## config.mk

```make
export PLATFORM = sky130hd
export DESIGN_NAME = tdm_frame_tx
export DESIGN_NICKNAME = d
export VERILOG_FILES = /design/src/rtl/tdm_tx_pkg.sv /design/src/rtl/tdm_slot_seq.sv /design/src/rtl/tdm_sync_gen.sv /design/src/rtl/tdm_bit_pick.sv /design/src/rtl/tdm_frame_tx.sv
export SDC_FILE = /design/constraint.sdc
export NUM_CORES = 1
export LEC_CHECK = 0
export ABC_AREA = 1
export BUFFER_PORTS_ARGS = -buffer_cell sky130_fd_sc_hd__buf_2
export CORE_ASPECT_RATIO = 0.5
export CORE_UTILIZATION = 40
export DETAILED_ROUTE_END_ITERATION = 7
export SETUP_SLACK_MARGIN = 0.05
export SYNTH_ARGS = -nofsm -noshare
export SYNTH_HDL_FRONTEND = slang
export SYNTH_HIERARCHICAL = 1
export SYNTH_SLANG_ARGS = --single-unit
```

## constraint.sdc

```tcl
create_clock -name clk -period 4.1 [get_ports clk]
set_input_delay 0 -clock clk [delete_from_list [all_inputs] [get_ports clk]]
set_output_delay 0 -clock clk [all_outputs]
set_load 0.01 [all_outputs]
```

## src/rtl/tdm_tx_pkg.sv

```systemverilog
package tdm_tx_pkg;
   localparam int MIN_SLOT_BITS = 8;

   typedef enum logic {
      ORDER_ASCENDING  = 1'b0,
      ORDER_DESCENDING = 1'b1
   } bit_order_e;
endpackage

```

## src/rtl/tdm_slot_seq.sv

```systemverilog
// Tracks the slot and bit position inside the frame and offers the
// position that the next tick will move to.
module tdm_slot_seq #(
   parameter int IW = 4,
   parameter int BW = 5
) (
   input  logic          clk,
   input  logic          rst_n,
   input  logic          advance,
   input  logic [IW-1:0] frame_m1,
   input  logic [BW-1:0] w0_m1,
   input  logic [BW-1:0] wn_m1,
   output logic [IW-1:0] slot_idx,
   output logic [BW-1:0] bit_idx,
   output logic [IW-1:0] nxt_slot,
   output logic [BW-1:0] nxt_bit
);
   logic [BW-1:0] width_m1;
   logic          last_bit;
   logic          last_slot;

   always_comb begin
      width_m1  = (slot_idx == '0) ? w0_m1 : wn_m1;
      last_bit  = (bit_idx >= width_m1);
      last_slot = (slot_idx >= frame_m1);
      nxt_bit   = last_bit ? '0 : bit_idx + 1'b1;
      if (!last_bit)
         nxt_slot = slot_idx;
      else if (last_slot)
         nxt_slot = '0;
      else
         nxt_slot = slot_idx + 1'b1;
   end

   always_ff @(posedge clk) begin
      if (!rst_n) begin
         slot_idx <= '0;
         bit_idx  <= '0;
      end else if (advance) begin
         slot_idx <= nxt_slot;
         bit_idx  <= nxt_bit;
      end
   end
endmodule

```

## src/rtl/tdm_sync_gen.sv

```systemverilog
// Decides whether the sync window covers the bit about to be sent.
module tdm_sync_gen #(
   parameter int IW = 4,
   parameter int BW = 5
) (
   input  logic [IW-1:0] cur_slot,
   input  logic [BW-1:0] cur_bit,
   input  logic [IW-1:0] nxt_slot,
   input  logic [BW-1:0] nxt_bit,
   input  logic [BW-1:0] len_m1,
   input  logic          early,
   output logic          active
);
   logic in_cur;
   logic in_nxt;

   always_comb begin
      in_cur = (cur_slot == '0) && (cur_bit <= len_m1);
      in_nxt = (nxt_slot == '0) && (nxt_bit <= len_m1);
      active = early ? in_nxt : in_cur;
   end
endmodule

```

## src/rtl/tdm_bit_pick.sv

```systemverilog
// Selects the data bit for slot position k from the first-bit index.
module tdm_bit_pick #(
   parameter int DATA_W    = 32,
   parameter bit ALLOW_ASC = 1'b1
) (
   input  logic [DATA_W-1:0]         word,
   input  logic [$clog2(DATA_W)-1:0] first,
   input  logic [$clog2(DATA_W)-1:0] k,
   input  logic                      descending,
   output logic                      bit_o
);
   localparam int BW = $clog2(DATA_W);

   logic [BW:0] diff;
   logic        desc_bit;

   always_comb begin
      diff     = {1'b0, first} - {1'b0, k};
      desc_bit = diff[BW] ? 1'b0 : word[diff[BW-1:0]];
   end

   if (ALLOW_ASC) begin : g_both_orders
      logic [BW:0] sum;
      logic        asc_bit;
      always_comb begin
         sum     = {1'b0, first} + {1'b0, k};
         asc_bit = sum[BW] ? 1'b0 : word[sum[BW-1:0]];
         bit_o   = descending ? desc_bit : asc_bit;
      end
   end else begin : g_desc_only
      logic unused_order;
      assign unused_order = descending;
      assign bit_o        = desc_bit;
   end
endmodule

```

## src/rtl/tdm_frame_tx.sv

```systemverilog
module tdm_frame_tx
   import tdm_tx_pkg::*;
#(
   parameter int DATA_W    = 32,
   parameter int MAX_WORDS = 16,
   parameter bit ALLOW_ASC = 1'b1,
   localparam int IW       = $clog2(MAX_WORDS),
   localparam int BW       = $clog2(DATA_W)
) (
   input  logic                 clk,
   input  logic                 rst_n,
   input  logic                 bit_tick,
   input  logic                 in_valid,
   input  logic [DATA_W-1:0]    in_data,
   output logic                 in_ready,
   input  logic [IW-1:0]        cfg_frame_words_m1,
   input  logic [BW-1:0]        cfg_sync_len_m1,
   input  logic [BW-1:0]        cfg_w0_bits_m1,
   input  logic [BW-1:0]        cfg_wn_bits_m1,
   input  logic                 cfg_msb_first,
   input  logic                 cfg_sync_low,
   input  logic                 cfg_sync_early,
   input  logic [MAX_WORDS-1:0] cfg_slot_mask,
   input  logic [BW-1:0]        cfg_first_bit,
   input  logic [IW-1:0]        cfg_mark_word,
   output logic                 sd_out,
   output logic                 sd_en,
   output logic                 fsync,
   output logic                 word_start,
   output logic                 underrun_err
);
   if (DATA_W < MIN_SLOT_BITS || (1 << BW) != DATA_W) begin : g_bad_width
      $error("DATA_W must be a power of two of at least 8");
   end
   if (MAX_WORDS < 2 || (1 << IW) != MAX_WORDS) begin : g_bad_depth
      $error("MAX_WORDS must be a power of two of at least 2");
   end

   logic [IW-1:0]     slot_idx, nxt_slot;
   logic [BW-1:0]     bit_idx, nxt_bit;
   logic              sync_act;
   logic              slot_first;
   logic              slot_masked;
   logic              take;
   logic [DATA_W-1:0] fresh_word;
   logic [DATA_W-1:0] src_word;
   logic [DATA_W-1:0] hold_q;
   logic              pick;
   logic              sd_q, en_q, fs_q, ws_q, under_q;

   tdm_slot_seq #(.IW(IW), .BW(BW)) u_seq (
      .clk      (clk),
      .rst_n    (rst_n),
      .advance  (bit_tick),
      .frame_m1 (cfg_frame_words_m1),
      .w0_m1    (cfg_w0_bits_m1),
      .wn_m1    (cfg_wn_bits_m1),
      .slot_idx (slot_idx),
      .bit_idx  (bit_idx),
      .nxt_slot (nxt_slot),
      .nxt_bit  (nxt_bit)
   );

   tdm_sync_gen #(.IW(IW), .BW(BW)) u_sync (
      .cur_slot (slot_idx),
      .cur_bit  (bit_idx),
      .nxt_slot (nxt_slot),
      .nxt_bit  (nxt_bit),
      .len_m1   (cfg_sync_len_m1),
      .early    (cfg_sync_early),
      .active   (sync_act)
   );

   always_comb begin
      slot_first  = (bit_idx == '0);
      slot_masked = cfg_slot_mask[slot_idx];
      take        = slot_first && !slot_masked;
      in_ready    = bit_tick && take;
      fresh_word  = (take && in_valid) ? in_data : '0;
      src_word    = slot_first ? fresh_word : hold_q;
   end

   tdm_bit_pick #(.DATA_W(DATA_W), .ALLOW_ASC(ALLOW_ASC)) u_pick (
      .word       (src_word),
      .first      (cfg_first_bit),
      .k          (bit_idx),
      .descending (cfg_msb_first),
      .bit_o      (pick)
   );

   always_ff @(posedge clk) begin
      if (!rst_n) begin
         sd_q    <= 1'b0;
         en_q    <= 1'b0;
         fs_q    <= 1'b0;
         ws_q    <= 1'b0;
         under_q <= 1'b0;
         hold_q  <= '0;
      end else if (bit_tick) begin
         sd_q <= slot_masked ? 1'b0 : pick;
         en_q <= !slot_masked;
         fs_q <= sync_act;
         ws_q <= slot_first && (slot_idx == cfg_mark_word);
         if (slot_first)
            hold_q <= fresh_word;
         if (take && !in_valid)
            under_q <= 1'b1;
      end
   end

   assign sd_out       = sd_q;
   assign sd_en        = en_q;
   assign fsync        = fs_q ^ cfg_sync_low;
   assign word_start   = ws_q;
   assign underrun_err = under_q;
endmodule

```

==> results.txt <==
N_diodes - 0
Fraction of layout cells with a size suffix above 1 - 18.4%
Combinational fraction of design power - 42.8%
WP buf/inv - 3
Tot Pwr - 1.63 mW
Die Width - 155 um
Post-route minimum period - 3.23 ns
Clk sink count - 46
Initial Utilization - 41.9%
Yosys reg bits - 46
Final Cycle Share - 78.8%
Sw Share - 39.9%
Inst Count DP - 976
DRC violations left - 0
Post-synth cell types - 37
RSZ-0062 raised after global routing - false
CTS buffer count - 5
Post-placement cell area - 5140 sq um
Worst-path clk slew - 0.07 ns
Tightest Hold Check Type - in -> reg
Core ar. - 11200 sq um
YS warnings - 6
Final slew viol count - 0
Final hold viol count - 0
CP delay by family, top - simple AND/OR/NAND/NOR gates
# IOs - 89
Power per cell area - 307 nW/um^2
Multi-input gate area - 3080 sq um
Largest net degree at the start of global routing - 47
Clock power frac - 25.6%
DR top layer - met4
Worst Path Arrival - 3.41 ns
Fmax - 309 MHz
Placer Congestion - 0.881
Mean Syn Cell Area - 6.22 sq um
Detailed-routed wire length on met3 - 412 um
Reg area - 921 sq um
Ys async rst share - 0%
Critical path required time - 4.28 ns
Die ar. - 12200 sq um
Worst hold start - rst_n
Most used cell, CP - nand2_1
Vias per cell - 4.75
Post-cts repair resize count - 0
CTS Root Cell - clkbuf_16
Worst slew margin - 27.9%
DRT iter0 DRCs - 249
WL met1 - 5920 um
Worst setup margin - 0.867 ns
Die H - 78.6 um
PortBufs - 88
CTS tree - built
Setup CP Type - reg -> reg
Peak supply drop - 0.138 mV
Layout overhead on the synthesized area - 12.5%
Slowest stage delay, CP - 0.61 ns
Synthesized area - 4700 sq um
Drt pass-1 iters - 5
Critical path launch point - u_seq/slot_idx[1]$_SDFFE_PN0P_
Worst setup SP type - flip-flop
Synth Flop Type - dfxtp_1
Vias in the first global route - 4252
Run status - completed
Detail Route Antenna Nets - 0
Maximum net fanout on the critical path - 12
Core Rows - 27
Detailed Route WL - 11300 um
Final-stage net count - 942
Post-route cell area - 5290 sq um
Fillers - 1234
Place WS - 0.872 ns
Internal power - 0.977 mW
Final HPWL DP - 8500 um
DR WL/cell - 11.4 um
CP endpoint kind - flip-flop
Routed wl met2 - 4830 um
Max_cap viols - 0
Clock Latency Late Sink - 0.29 ns
Register area share after synthesis - 19.6%
GRT overflow - 0
Crit-path cells - inv_1, ha_1, nand3_2, mux2_2, ha_1, inv_1, nand2_1, nand2_1, nand3_2, or2_1, inv_1, ha_1, nand2_1, nor2_2, nand2_1, nand3_1, nand2_1, nand2_1, nand2_1, nor2_1, nor2_1
Post-synthesis net count - 874
CTS max path bufs - 2
Htree depth - 2
Vias - 4671
Antenna violations before repair - 0
Origin of the critical flop-to-flop path - u_seq/slot_idx[1]$_SDFFE_PN0P_
Post-CTS Setup Inserts - 0
First-pass GRT wire length - 19200 um
Sum of negative setup slack - 0 ns
Leakage - 3.31 nW
Post-synth EDFFs - 0
Clock skew - 0.00825 ns
Gate Count Post-Synth - 756
Slowest stage cell, crit path - dfxtp_1
Overall Global Routing Usage - 19.5%
Seq pwr share - 31.6%
Number of hold buffers added after CTS - 0
Setup violators final - 0
Net switching power - 0.649 mW
Final Non-Filler Cells - 984
Worst-Margin Slew - 1.08 ns
[final timing paths]
| kind | end | slack (ns) | depth (start not counted) |
|---|---|---|---|
| min reg2reg | underrun_err$_SDFFE_PN0P_ | 0.45 | 2 |
| min | word_start$_SDFFE_PN0P_ | 0.03 | 3 |
| max | fs_q$_SDFFE_PN0P_ | 0.87 | 21 |
| max reg2reg | fs_q$_SDFFE_PN0P_ | 0.87 | 21 |
[sequential cells by signal (all words and copies together), names as in the netlist]
signal and cells:
u_seq/bit_idx 5, hold_q 32, underrun_err 1, sd_en 1, u_seq/slot_idx 4, fs_q 1, word_start 1, sd_out 1
[worst reg2reg max path, delay by kind of cell, from the launching register on]
kind | cells | cell delay [ns]
DFF | 1 | 0.61
muxes | 1 | 0.36
adders and majority gates | 3 | 0.63
buffers and inverters | 3 | 0.24
and+or+nand+nor | 14 | 1.29
[cells by family after synthesis]
family	Yosys count	share of synthesized area, %
compound gates	32	3.62
xor+xnor	16	2.98
fa+ha+maj	35	9.64
buf+inv	155	15.0
flops	46	19.6
mux	5	1.09
simple gates	467	48.1
[power by group through the flow]
| stage | Sequential [mW] | Clock (mW) | Combinational (mW) |
|---|---|---|---|
| finish | 0.513 | 0.416 | 0.697 |
| global route | 0.519 | 0.449 | 0.803 |
| CTS | 0.514 | 0.430 | 0.702 |
| detailed placement | 0.524 | 0 | 0.700 |
| global placement | 0.522 | 0 | 0.692 |
| floorplan | 0.517 | 0 | 0.563 |
[synth_stat cells, types with 3 or more instances]
library cell / number / share of area, %
nand4_1: 6 / 0.80
inv_2: 3 / 0.24
clkbuf_1: 14 / 1.1
dfxtp_1: 46 / 20
a21oi_1: 21 / 2.2
buf_8: 4 / 1.3
xnor2_1: 4 / 0.75
nand3_1: 109 / 12
mux2i_1: 4 / 0.85
nand4_2: 28 / 7.5
o21ai_0: 7 / 0.75
ha_1: 33 / 8.8
nor2_1: 78 / 6.2
inv_1: 118 / 9.4
buf_6: 7 / 1.7
nand3_2: 5 / 1.1
nand2_1: 221 / 18
xor2_1: 12 / 2.2
nand2_2: 6 / 0.80
nor3_1: 3 / 0.32
buf_4: 3 / 0.48
[metal layers]
layer  vias up  global-route usage [%]
met5         -                       0
met4         0                    4.80
met3        10                    3.09
met2        80                    31.7
met1      2061                    26.8
li1       2520                       -
[metrics by stage]
stage | hold slack (ns) | util [%]
2_1_floorplan | 0.0760 | -
3_3_place_gp | 0.262 | 45.8
3_5_place_dp | 0.264 | 45.8
4_1_cts | 0.0362 | 47.2
5_1_grt | 0.0566 | 47.2
6_report | 0.0337 | 47.2
[area by class of cell]
class / instances / area share [%]
clock buffers: 7 / 2.70
clock inverters: 1 / 0.0946
inverters: 124 / 8.99
multi-input cells: 555 / 58.2
flip-flops and latches: 46 / 17.4
well taps: 159 / 3.76
repair buffers: 92 / 8.90
[placed cells by master, fill, tap and decap left out, types with 2 or more instances in the layout]
| cell type | instances |
|---|---|
| nor3_1 | 3 |
| nand3b_1 | 2 |
| inv_6 | 2 |
| xor2_1 | 12 |
| nor2_2 | 2 |
| nand4_1 | 6 |
| nand3_1 | 109 |
| inv_2 | 3 |
| buf_4 | 4 |
| dfxtp_1 | 46 |
| or2_1 | 2 |
| xnor2_1 | 4 |
| nand3_4 | 2 |
| inv_1 | 118 |
| nand2_2 | 6 |
| clkbuf_16 | 5 |
| ha_1 | 33 |
| fa_1 | 2 |
| buf_2 | 88 |
| nor2_1 | 78 |
| a21oi_2 | 2 |
| nand3_2 | 5 |
| a21oi_1 | 21 |
| nand4_2 | 28 |
| nand2_1 | 221 |
| o21ai_0 | 7 |
| mux2i_1 | 4 |
(Power assumes the default switching activity.)
